$ cat config.mk
export PLATFORM = sky130hd
export DESIGN_NAME = js_int32_convert
export DESIGN_NICKNAME = d
export VERILOG_FILES = /design/src/rtl/conv_pkg.sv /design/src/rtl/conv_ctrl.sv /design/src/rtl/conv_datapath.sv /design/src/rtl/js_int32_convert.sv
export SDC_FILE = /design/constraint.sdc
export NUM_CORES = 1
export LEC_CHECK = 0
export ABC_AREA = 0
export BUFFER_PORTS_ARGS = -buffer_cell sky130_fd_sc_hd__clkbuf_2
export CORE_ASPECT_RATIO = 2
export CORE_MARGIN = 1
export CORE_UTILIZATION = 46
export CTS_BUF_LIST = sky130_fd_sc_hd__clkbuf_8 sky130_fd_sc_hd__clkbuf_16
export CTS_CLUSTER_DIAMETER = 40
export DETAILED_ROUTE_END_ITERATION = 8
export PLACE_DENSITY = 0.68
export SLEW_MARGIN = 15
export SYNTH_ARGS = -nofsm -noshare
export SYNTH_HDL_FRONTEND = slang
export SYNTH_HIERARCHICAL = 1
export SYNTH_SLANG_ARGS = --single-unit
$ cat constraint.sdc
create_clock -name clk -period 10.4 [get_ports clk]
set_input_delay 2.6 -clock clk [delete_from_list [all_inputs] [get_ports clk]]
set_output_delay 2.6 -clock clk [all_outputs]
set_load 0.03 [all_outputs]
$ cat src/rtl/conv_pkg.sv
package conv_pkg;

  // strobes from control to datapath
  typedef struct packed {
    logic capture;   // register a new conversion
    logic idle;      // no operand this cycle: drop the exception pulse
  } conv_strobe_t;

  // condition word, N in the top bit
  typedef struct packed {
    logic n;
    logic z;
    logic c;
    logic v;
  } cond_flags_t;

endpackage

$ cat src/rtl/conv_ctrl.sv
module conv_ctrl
  import conv_pkg::*;
(
  input  logic         clk,
  input  logic         rst,
  input  logic         inValid,
  output conv_strobe_t strobes,
  output logic         validQ
);

  always_comb begin
    strobes.capture = inValid;
    strobes.idle    = ~inValid;
  end

  always_ff @(posedge clk) begin
    if (rst) validQ <= 1'b0;
    else     validQ <= inValid;
  end

  // strobe follows the accepted operand by exactly one edge
  assert_valid_follow_R1: assert property (@(posedge clk) disable iff (rst)
    inValid |=> validQ);
  assert_valid_quiet_R1: assert property (@(posedge clk) disable iff (rst)
    !inValid |=> !validQ);
  // reset empties the output stage
  assert_reset_valid_R9: assert property (@(posedge clk)
    rst |=> !validQ);

endmodule

$ cat src/rtl/conv_datapath.sv
module conv_datapath
  import conv_pkg::*;
#(
  parameter int EXP_W  = 11,
  parameter int FRAC_W = 52,
  parameter int OUT_W  = 32
) (
  input  logic                         clk,
  input  logic                         rst,
  input  conv_strobe_t                 strobes,
  input  logic [EXP_W+FRAC_W:0]        operand,
  output logic [OUT_W-1:0]             resultQ,
  output cond_flags_t                  flagsQ,
  output logic                         excQ
);

  localparam int SIG_W   = FRAC_W + 1;
  localparam int EXPS_W  = EXP_W + 2;
  localparam int BIAS    = (1 << (EXP_W - 1)) - 1;
  localparam int EXP_ALL = (1 << EXP_W) - 1;
  localparam int SH_W    = $clog2(SIG_W + OUT_W + 1);

  logic                    signBit;
  logic [EXP_W-1:0]        expField;
  logic [FRAC_W-1:0]       fracField;
  logic                    fracNz;
  logic                    isZero, isSub, isInf, isNan, isNorm;
  logic signed [EXPS_W-1:0] expUnb;
  logic [SIG_W-1:0]        sig;
  logic [SIG_W-1:0]        sigShr;
  logic [SIG_W-1:0]        lostMask;
  logic [OUT_W-1:0]        sigLow;
  logic [SH_W-1:0]         rightSh;
  logic [SH_W-1:0]         leftSh;
  logic                    expNeg, expRight, expLeft;
  logic [OUT_W-1:0]        magnitude;
  logic [OUT_W-1:0]        signedRes;
  logic                    lostBits;
  logic                    outOfRange;
  logic                    minIntCase;
  logic                    exact;
  logic                    raiseExc;

  // classification
  always_comb begin
    signBit   = operand[EXP_W+FRAC_W];
    expField  = operand[EXP_W+FRAC_W-1:FRAC_W];
    fracField = operand[FRAC_W-1:0];
    fracNz    = |fracField;
    isZero    = (expField == '0) && !fracNz;
    isSub     = (expField == '0) && fracNz;
    isInf     = (expField == EXP_W'(EXP_ALL)) && !fracNz;
    isNan     = (expField == EXP_W'(EXP_ALL)) && fracNz;
    isNorm    = (expField != '0) && (expField != EXP_W'(EXP_ALL));
    expUnb    = $signed({2'b00, expField}) - EXPS_W'(BIAS);
    sig       = {1'b1, fracField};
  end

  // integer extraction by shifting
  always_comb begin
    expNeg   = expUnb < 0;
    expRight = !expNeg && (expUnb <= EXPS_W'(FRAC_W));
    expLeft  = (expUnb > EXPS_W'(FRAC_W)) && (expUnb < EXPS_W'(FRAC_W + OUT_W));
    rightSh  = '0;
    leftSh   = '0;
    if (expRight) rightSh = SH_W'(EXPS_W'(FRAC_W) - expUnb);
    if (expLeft)  leftSh  = SH_W'(expUnb - EXPS_W'(FRAC_W));
    sigShr   = sig >> rightSh;
    lostMask = (SIG_W'(1) << rightSh) - SIG_W'(1);
    sigLow   = sig[OUT_W-1:0];
    if (expRight)     magnitude = sigShr[OUT_W-1:0];
    else if (expLeft) magnitude = sigLow << leftSh;
    else              magnitude = '0;
    if (expNeg)        lostBits = 1'b1;
    else if (expRight) lostBits = |(sig & lostMask);
    else               lostBits = 1'b0;
  end

  // sign, range and exactness
  always_comb begin
    signedRes  = signBit ? (~magnitude + OUT_W'(1)) : magnitude;
    minIntCase = signBit && (expUnb == EXPS_W'(OUT_W - 1)) && !fracNz;
    outOfRange = (expUnb >= EXPS_W'(OUT_W - 1)) && !minIntCase;
    exact      = (isZero && !signBit) || (isNorm && !lostBits && !outOfRange);
    raiseExc   = isNan || isInf || isSub || (isNorm && (lostBits || outOfRange));
  end

  always_ff @(posedge clk) begin
    if (rst) begin
      resultQ <= '0;
      flagsQ  <= '0;
      excQ    <= 1'b0;
    end else begin
      if (strobes.capture) begin
        resultQ  <= isNorm ? signedRes : '0;
        flagsQ.n <= 1'b0;
        flagsQ.z <= exact;
        flagsQ.c <= 1'b0;
        flagsQ.v <= 1'b0;
        excQ     <= raiseExc;
      end
      if (strobes.idle) excQ <= 1'b0;
    end
  end

  // non-finite input yields a zero word
  assert_nonfinite_zero_R5: assert property (@(posedge clk) disable iff (rst)
    (strobes.capture && (isNan || isInf)) |=> (resultQ == '0));
  // an exact report never coexists with an exception
  assert_exact_noexc_R6: assert property (@(posedge clk) disable iff (rst)
    flagsQ.z |-> !excQ);
  // the unused condition bits stay low
  assert_ncv_low_R7: assert property (@(posedge clk) disable iff (rst)
    (!flagsQ.n && !flagsQ.c && !flagsQ.v));
  // a non-finite operand always raises the exception
  assert_nonfinite_exc_R8: assert property (@(posedge clk) disable iff (rst)
    (strobes.capture && (isNan || isInf)) |=> excQ);
  // reset clears the stored result and flags
  assert_reset_data_R9: assert property (@(posedge clk)
    rst |=> (resultQ == '0 && flagsQ == '0 && !excQ));

endmodule

$ cat src/rtl/js_int32_convert.sv
module js_int32_convert
  import conv_pkg::*;
#(
  parameter int EXP_W  = 11,
  parameter int FRAC_W = 52,
  parameter int OUT_W  = 32
) (
  input  logic                  clk,
  input  logic                  rst,
  input  logic                  inValid,
  input  logic [EXP_W+FRAC_W:0] inOperand,
  output logic                  outValid,
  output logic [OUT_W-1:0]      outResult,
  output logic [3:0]            outFlags,
  output logic                  outException
);

  conv_strobe_t strobes;
  cond_flags_t  flagsQ;

  conv_ctrl u_ctrl (
    .clk     (clk),
    .rst     (rst),
    .inValid (inValid),
    .strobes (strobes),
    .validQ  (outValid)
  );

  conv_datapath #(
    .EXP_W  (EXP_W),
    .FRAC_W (FRAC_W),
    .OUT_W  (OUT_W)
  ) u_dp (
    .clk     (clk),
    .rst     (rst),
    .strobes (strobes),
    .operand (inOperand),
    .resultQ (outResult),
    .flagsQ  (flagsQ),
    .excQ    (outException)
  );

  assign outFlags = flagsQ;

  // the exception is a pulse carried only by a valid result
  assert_exc_pulse_R8: assert property (@(posedge clk) disable iff (rst)
    outException |-> outValid);

endmodule

==> flow_summary.toml, run 1 <==
[floorplanning]
fp-row-count = 84
initial_utilization = 0.467
pin_count = 105
die_y_um = 232
die_w_um = 117

[global_route]
overflow = 467
grt_pass1_wl_um = 168000
grt_max_degree = 69
grt_pass1_vias = 21400
track_usage = 0.826

[yosys]
synth_commonest_cells = "nand2_1, nor2_1, o21ai_0"
ys_types = 105
yosysMostFrequentCell = "nand2_1"
synth_edf_count = 0
synth-async-reset-ratio = 0
synth_top_area_frac = 0.0610
yosys-top-cells-area = "o21ai_0, nand2_1, dfxtp_1, a21oi_1, nor2_1"
syn_avg_cell_area_um2 = 6.34
synthFlopType = "dfxtp_1"
yosysWarnings = 6
synth_cells = 1926
netlist_area_mm2 = 0.0122
synth_seq_cells = 35
yosys.area.top_type = "o21ai_0"
ys_seq_area_frac = 0.0574

[place]
hpwl_um = 67500
preCtsSetupSlack_ps = 1310
place_congestion = 1.22
io_buffers = 101

[status]
stop_stage = "5_1_grt"
tool.error = "[ERROR GRT-0116] Global routing finished with congestion. Check the congestion regions in the DRC Viewer."
status = "stopped before the end"

[clock_tree]
cts_setup_buffers = 0
cts_resized = 0
cts.sinks = 35
cts_buffers = 5
clk_path_buf_depth = 2
ctsHoldBuffers = 0
h-tree-depth = 2
cts_root_buffer = "clkbuf_16"
## cells by family after synthesis
logic type / Yosys count / share of synthesized area
other: 1 / 0.000307
adders and majority gates: 9 / 0.00922
buffers and inverters: 253 / 0.0901
DFF: 35 / 0.0574
AOI/OAI and AO/OA: 765 / 0.441
xor gates and xnor gates: 45 / 0.0329
and+or+nand+nor: 758 / 0.313
muxes: 60 / 0.0557
## routing by layer
layer  overflow  GRT usage
met2        278      0.974
met3         11      0.681
met1          3      0.831
met5          3      0.318
met4        172      0.820
## per-stage QoR
stage          area [um^2]  instances
2_1_floorplan        12200       1928
3_3_place_gp         13000       2251
3_5_place_dp         13000       2251
4_1_cts              13200       2259
==> run 2, diff against run 1 <==
CORE_ASPECT_RATIO = unset   (was 2)
CORE_UTILIZATION = 31   (was 46)
CTS_BUF_LIST = unset   (was sky130_fd_sc_hd__clkbuf_8 sky130_fd_sc_hd__clkbuf_16)
CTS_CLUSTER_DIAMETER = unset   (was 40)
PLACE_DENSITY = unset   (was 0.68)
PLACE_DENSITY_LB_ADDON = 0.15   (was unset)
==> flow_summary.toml, run 2 <==
[status]
status = "completed"

[global_route]
track_usage = 0.475
grt_max_degree = 56
grt_pass1_vias = 17500
grt_antenna_before_repair = 12
grt_pass1_wl_um = 138000
overflow = 0

[yosys]
yosys-top-cells-area = "o21ai_0, nand2_1, dfxtp_1, a21oi_1, nor2_1"
synth_seq_cells = 35
synthFlopType = "dfxtp_1"
synth_top_area_frac = 0.0610
yosysWarnings = 6
yosys.area.top_type = "o21ai_0"
synth_edf_count = 0
yosysMostFrequentCell = "nand2_1"
syn_avg_cell_area_um2 = 6.34
netlist_area_mm2 = 0.0122
ys_types = 105
ys_seq_area_frac = 0.0574
synth_commonest_cells = "nand2_1, nor2_1, o21ai_0"
synth_cells = 1926
synth-async-reset-ratio = 0

[detailed_routing]
first_pass_iters = 8
drc_errors = 0
drtIter0Drc = 3092
antenna_left = 0
vias = 18800
viasPerCell = 7.70
routed_wirelength_um = 99400
wl_per_cell_um = 40.6

[floorplanning]
die_y_um = 201
pin_count = 105
initial_utilization = 0.315
core-area_mm2 = 0.0387
fp-row-count = 72
die_w_um = 201
dieArea_mm2 = 0.0402

[final_layout]
fillCellCount = 4385
area_growth_pct = 10.3
drive_above_1_share = 0.149
fin_nets = 1999
largest_register_ffs = 32
layout_commonest_cell = "nand2_1"
final_cell_mix = "nand2_1, nor2_1, o21ai_0"
regMostFlops = "u_dp/resultQ"
layoutNonFillerInstCount = 2447

[worst_setup_path]
path_max_fanout = 47
cp_slowest_cell = "o21ai_0"
endpoint_kind = "flop"
path_class = "primary input to flop"
cp.required_ps = 10580
cp_cell_sequence = "buf_4 > and2_1 > nand2_1 > xor2_1 > ha_1 > inv_1 > a221oi_2 > a211oi_4 > nor3_4 > buf_4 > nand3_1 > o31a_1 > o21ai_0 > o21ai_0 > a211oi_1 > nand4_1 > a2111oi_0 > nand4_1 > a41o_1"
cpPeakStageDelay_ps = 950
arrival_ps = 9590
critPathLaunchType = "primary input"

[timing]
fin_skew_ps = 0
period_needed_ps = 9420
setup_violations = 0
hold_violations = 0
rsz0062_at_grt = "false"
finalHoldWorstSlack_ps = 448
period_share = 0.906
fmaxAchievable_mhz = 106
tightest_slew_ps = 1310
max_slew_margin = 0.122
slew_violations = 0
tns_ps = 0

[clock_tree]
cts_resized = 0
cts_setup_buffers = 0
clk_path_buf_depth = 2
cts.sinks = 35
clk_pin_slew_ps = 60
cts_tree = "done"
h-tree-depth = 2
clk_latency_ps = 280
cts_buffers = 5
cts_root_buffer = "clkbuf_16"
ctsHoldBuffers = 0

[pwr]
p_leak_nw = 4.78
ir_drop_mv = 0.0468
p_per_area_mw_per_mm2 = 71.1

[run]
max_cap_violations = 0

[place]
hpwl_um = 72500
io_buffers = 101
place_congestion = 1.06
place_inst = 2434

[min_path]
hp-class = "flop to flop"
-- run 2: kinds of logic after synthesis --
group / share of synthesized area
flops: 0.0574
compound gates: 0.441
xor+xnor: 0.0329
other cells: 0.000307
fa+ha+maj: 0.00922
simple gates: 0.313
buf+inv: 0.0901
mux: 0.0557
-- run 2: path summary, 6_finish.rpt --
kind	from	to	slack (ps)	depth (start not counted)
worst max-delay path	inOperand[52]	u_dp/excQ	980	19
worst min-delay path	u_dp/resultQ[16]	u_dp/resultQ[16]	450	2
worst max register to register	u_dp/resultQ[30]	u_dp/resultQ[30]	9540	2
worst min register to register	u_dp/resultQ[16]	u_dp/resultQ[16]	450	2
-- run 2: routing by layer --
metal,routed length (um),global-route usage,vias to the layer above
met5,71,0,-
met4,9970,0.387,12
met3,13000,0.161,537
met2,40100,0.684,1749
met1,36300,0.570,9035
li1,-,-,7505
-- run 2: area by class of cell --
type	instances	area (um^2)	area share
multi-input combinational	1640	10500	0.781
timing repair buffer	202	1270	0.0942
sequential	35	701	0.0520
tap	518	648	0.0481
inverter	39	146	0.0109
clock buffer	5	125	0.00929
clock inverter	3	43.8	0.00325
antenna	5	12.5	0.000929
-- run 2: through the flow --
step	setup slack [ps]	power [mW]	area [um^2]	utilization
2_1_floorplan	1550	0.477	12200	-
3_3_place_gp	1240	0.745	13300	0.343
3_5_place_dp	1210	0.737	13300	0.343
4_1_cts	1490	0.914	13500	0.347
5_1_grt	953	0.971	13500	0.347
6_report	981	0.958	13500	0.348
-- run 2: worst max-delay path: cells and delay by family --
kind	cells	cell delay [ps]
AOI/OAI and AO/OA	8	3500
xor gates and xnor gates	1	480
adders and majority gates	1	320
buffers and inverters	3	1020
and+or+nand+nor	6	1610
-- run 2: power by group --
group | internal (mW) | total (mW) | leakage, nW | switching, mW
Sequential | 0.138 | 0.140 | 0.283 | 0.00195
Combinational | 0.152 | 0.645 | 4.41 | 0.493
Clock | 0.113 | 0.174 | 0.0838 | 0.0605
Note: power is estimated with default switching activity, not from simulation.
==> run 3, diff against run 2 <==
TNS_END_PERCENT = 20   (was unset)
clock period = 10.5 ns   (was 10.4 ns; I/O delays follow)
==> flow_summary.toml, run 3 (synthesis gave the netlist of run 2 again) <==
[detailed_routing]
viasPerCell = 7.57
routed_wirelength_um = 95600
drtIter0Drc = 3116
antenna_left = 0
vias = 18500
drc_errors = 0
first_pass_iters = 6
wl_per_cell_um = 39.2

[pwr]
combPwrFrac = 0.666
p_leak_nw = 4.74
p_per_area_mw_per_mm2 = 69.8
p_int_mw = 0.398
p_switching_mw = 0.537
fin_total_pwr_mw = 0.935
seqPwrFrac = 0.148
p_sw_frac = 0.574
ir_drop_mv = 0.0496
p_clk_frac = 0.186

[timing]
slew_violations = 0
tightest_slew_ps = 1260
rsz0062_at_grt = "false"
fmaxAchievable_mhz = 105
hold_violations = 0
period_share = 0.906
period_needed_ps = 9510
max_slew_margin = 0.162
tns_ps = 0
setup_violations = 0
fin_skew_ps = 0
setup_ws_ps = 992
finalHoldWorstSlack_ps = 451

[clock_tree]
cts_resized = 0
clk_path_buf_depth = 2
ctsHoldBuffers = 0
cts_buffers = 5
cts.sinks = 35
clk_latency_ps = 290
cts_setup_buffers = 0
clk_pin_slew_ps = 60
cts_root_buffer = "clkbuf_16"
h-tree-depth = 2
cts_tree = "done"

[floorplanning]
dieArea_mm2 = 0.0402
initial_utilization = 0.315
die_y_um = 201
die_w_um = 201
pin_count = 105
fp-row-count = 72
core-area_mm2 = 0.0387

[worst_setup_path]
critPathLaunchType = "primary input"
arrival_ps = 9680
cpPeakStageDelay_ps = 850
path_class = "primary input to flop"
endpoint_kind = "flop"
cp_cell_sequence = "buf_4 > and2_1 > nand2_1 > xor2_1 > ha_1 > inv_1 > a221oi_2 > a211o_1 > buf_4 > and3_1 > o2bb2ai_1 > o22ai_1 > o22ai_2 > o32ai_1 > buf_4 > nand4b_1 > or4_4 > nor4_4 > mux2i_1 > nand3_1"
reg2reg_from = "u_dp/resultQ[30]"
path_max_fanout = 54
cp.required_ps = 10670
crit_start = "inOperand[52]"
cp_slowest_cell = "xor2_1"
path_common_cell = "buf_4"

[status]
status = "completed"

[final_layout]
layout_commonest_cell = "nand2_1"
multi_input_area_mm2 = 0.0105
regMostFlops = "u_dp/resultQ"
fillCellCount = 4400
seq_area_um2 = 701
largest_register_ffs = 32
area_growth_pct = 9.68
drive_above_1_share = 0.144
fin_nets = 1991
final_cell_mix = "nand2_1, nor2_1, o21ai_0"

[run]
max_cap_violations = 0

[place]
hpwl_um = 70100
place_congestion = 1.09
preCtsSetupSlack_ps = 1010
io_buffers = 101

[global_route]
grt_pass1_vias = 17000
grt_max_degree = 57
grt_pass1_wl_um = 133000
overflow = 0
grt_antenna_before_repair = 10
track_usage = 0.456

[min_path]
hold_start = "u_dp/resultQ[16]"
hp-class = "flop to flop"
run 3: cell count changes in the layout (fill, tap and decap cells not counted):
| cell | change |
|---|---|
| buf_4 | -8 |
| o32ai_2 | +1 |
| o311ai_1 | -1 |
| a211oi_1 | +1 |
| diode_2 | -1 |
| o32ai_1 | -1 |
| o311ai_0 | +1 |
| a211oi_2 | -1 |
| nor3_1 | +2 |
| nor3_2 | -2 |
run 3: final cells by class:
| cell class | count | area share |
|---|---|---|
| Multi-Input combinational cell | 1640 | 0.785 |
| Timing Repair Buffer | 194 | 0.0902 |
| Sequential cell | 35 | 0.0523 |
| Tap cell | 518 | 0.0484 |
| Inverter | 39 | 0.0109 |
| Clock buffer | 5 | 0.00934 |
| Clock inverter | 3 | 0.00327 |
| Antenna cell | 4 | 0.000747 |
run 3: final timing paths:
kind | to | slack (ps) | depth (start not counted)
setup / recovery | u_dp/resultQ[31] | 990 | 20
hold / removal | u_dp/resultQ[16] | 450 | 2
setup reg to reg | u_dp/resultQ[30] | 9640 | 2
hold reg to reg | u_dp/resultQ[16] | 450 | 2
run 3: power groups by stage:
| stage | logic, mW | clock network (mW) | registers [mW] |
|---|---|---|---|
| 2_1_floorplan | 0.325 | 0 | 0.148 |
| 3_3_place_gp | 0.583 | 0 | 0.141 |
| 3_5_place_dp | 0.575 | 0 | 0.141 |
| 4_1_cts | 0.577 | 0.177 | 0.138 |
| 5_1_grt | 0.625 | 0.183 | 0.139 |
| 6_report | 0.622 | 0.174 | 0.138 |
run 3: per-layer routing:
layer | part of all wire | global-route usage | up-vias
met5 | 0.00061 | 0 | -
met4 | 0.096 | 0.357 | 8
met3 | 0.12 | 0.148 | 488
met2 | 0.40 | 0.663 | 1636
met1 | 0.38 | 0.552 | 8858
li1 | - | - | 7465
run 3: critical path, delay by kind of cell:
family	cells	cell delay (ps)
AND/OR/NAND/NOR	7	2570
multiplexers	1	240
buffers and inverters	4	1210
AO/OA/AOI/OAI	6	1780
XOR/XNOR	1	850
adder cells (fa/ha/maj)	1	370
run 3: per-stage QoR:
step	area [um^2]	instances	utilization
final	13400	2438	0.346
after global routing	13400	2435	0.346
after CTS	13400	2434	0.345
after detailed placement	13200	2426	0.341
after global placement	13200	2426	0.341
after floorplan	12200	1928	-
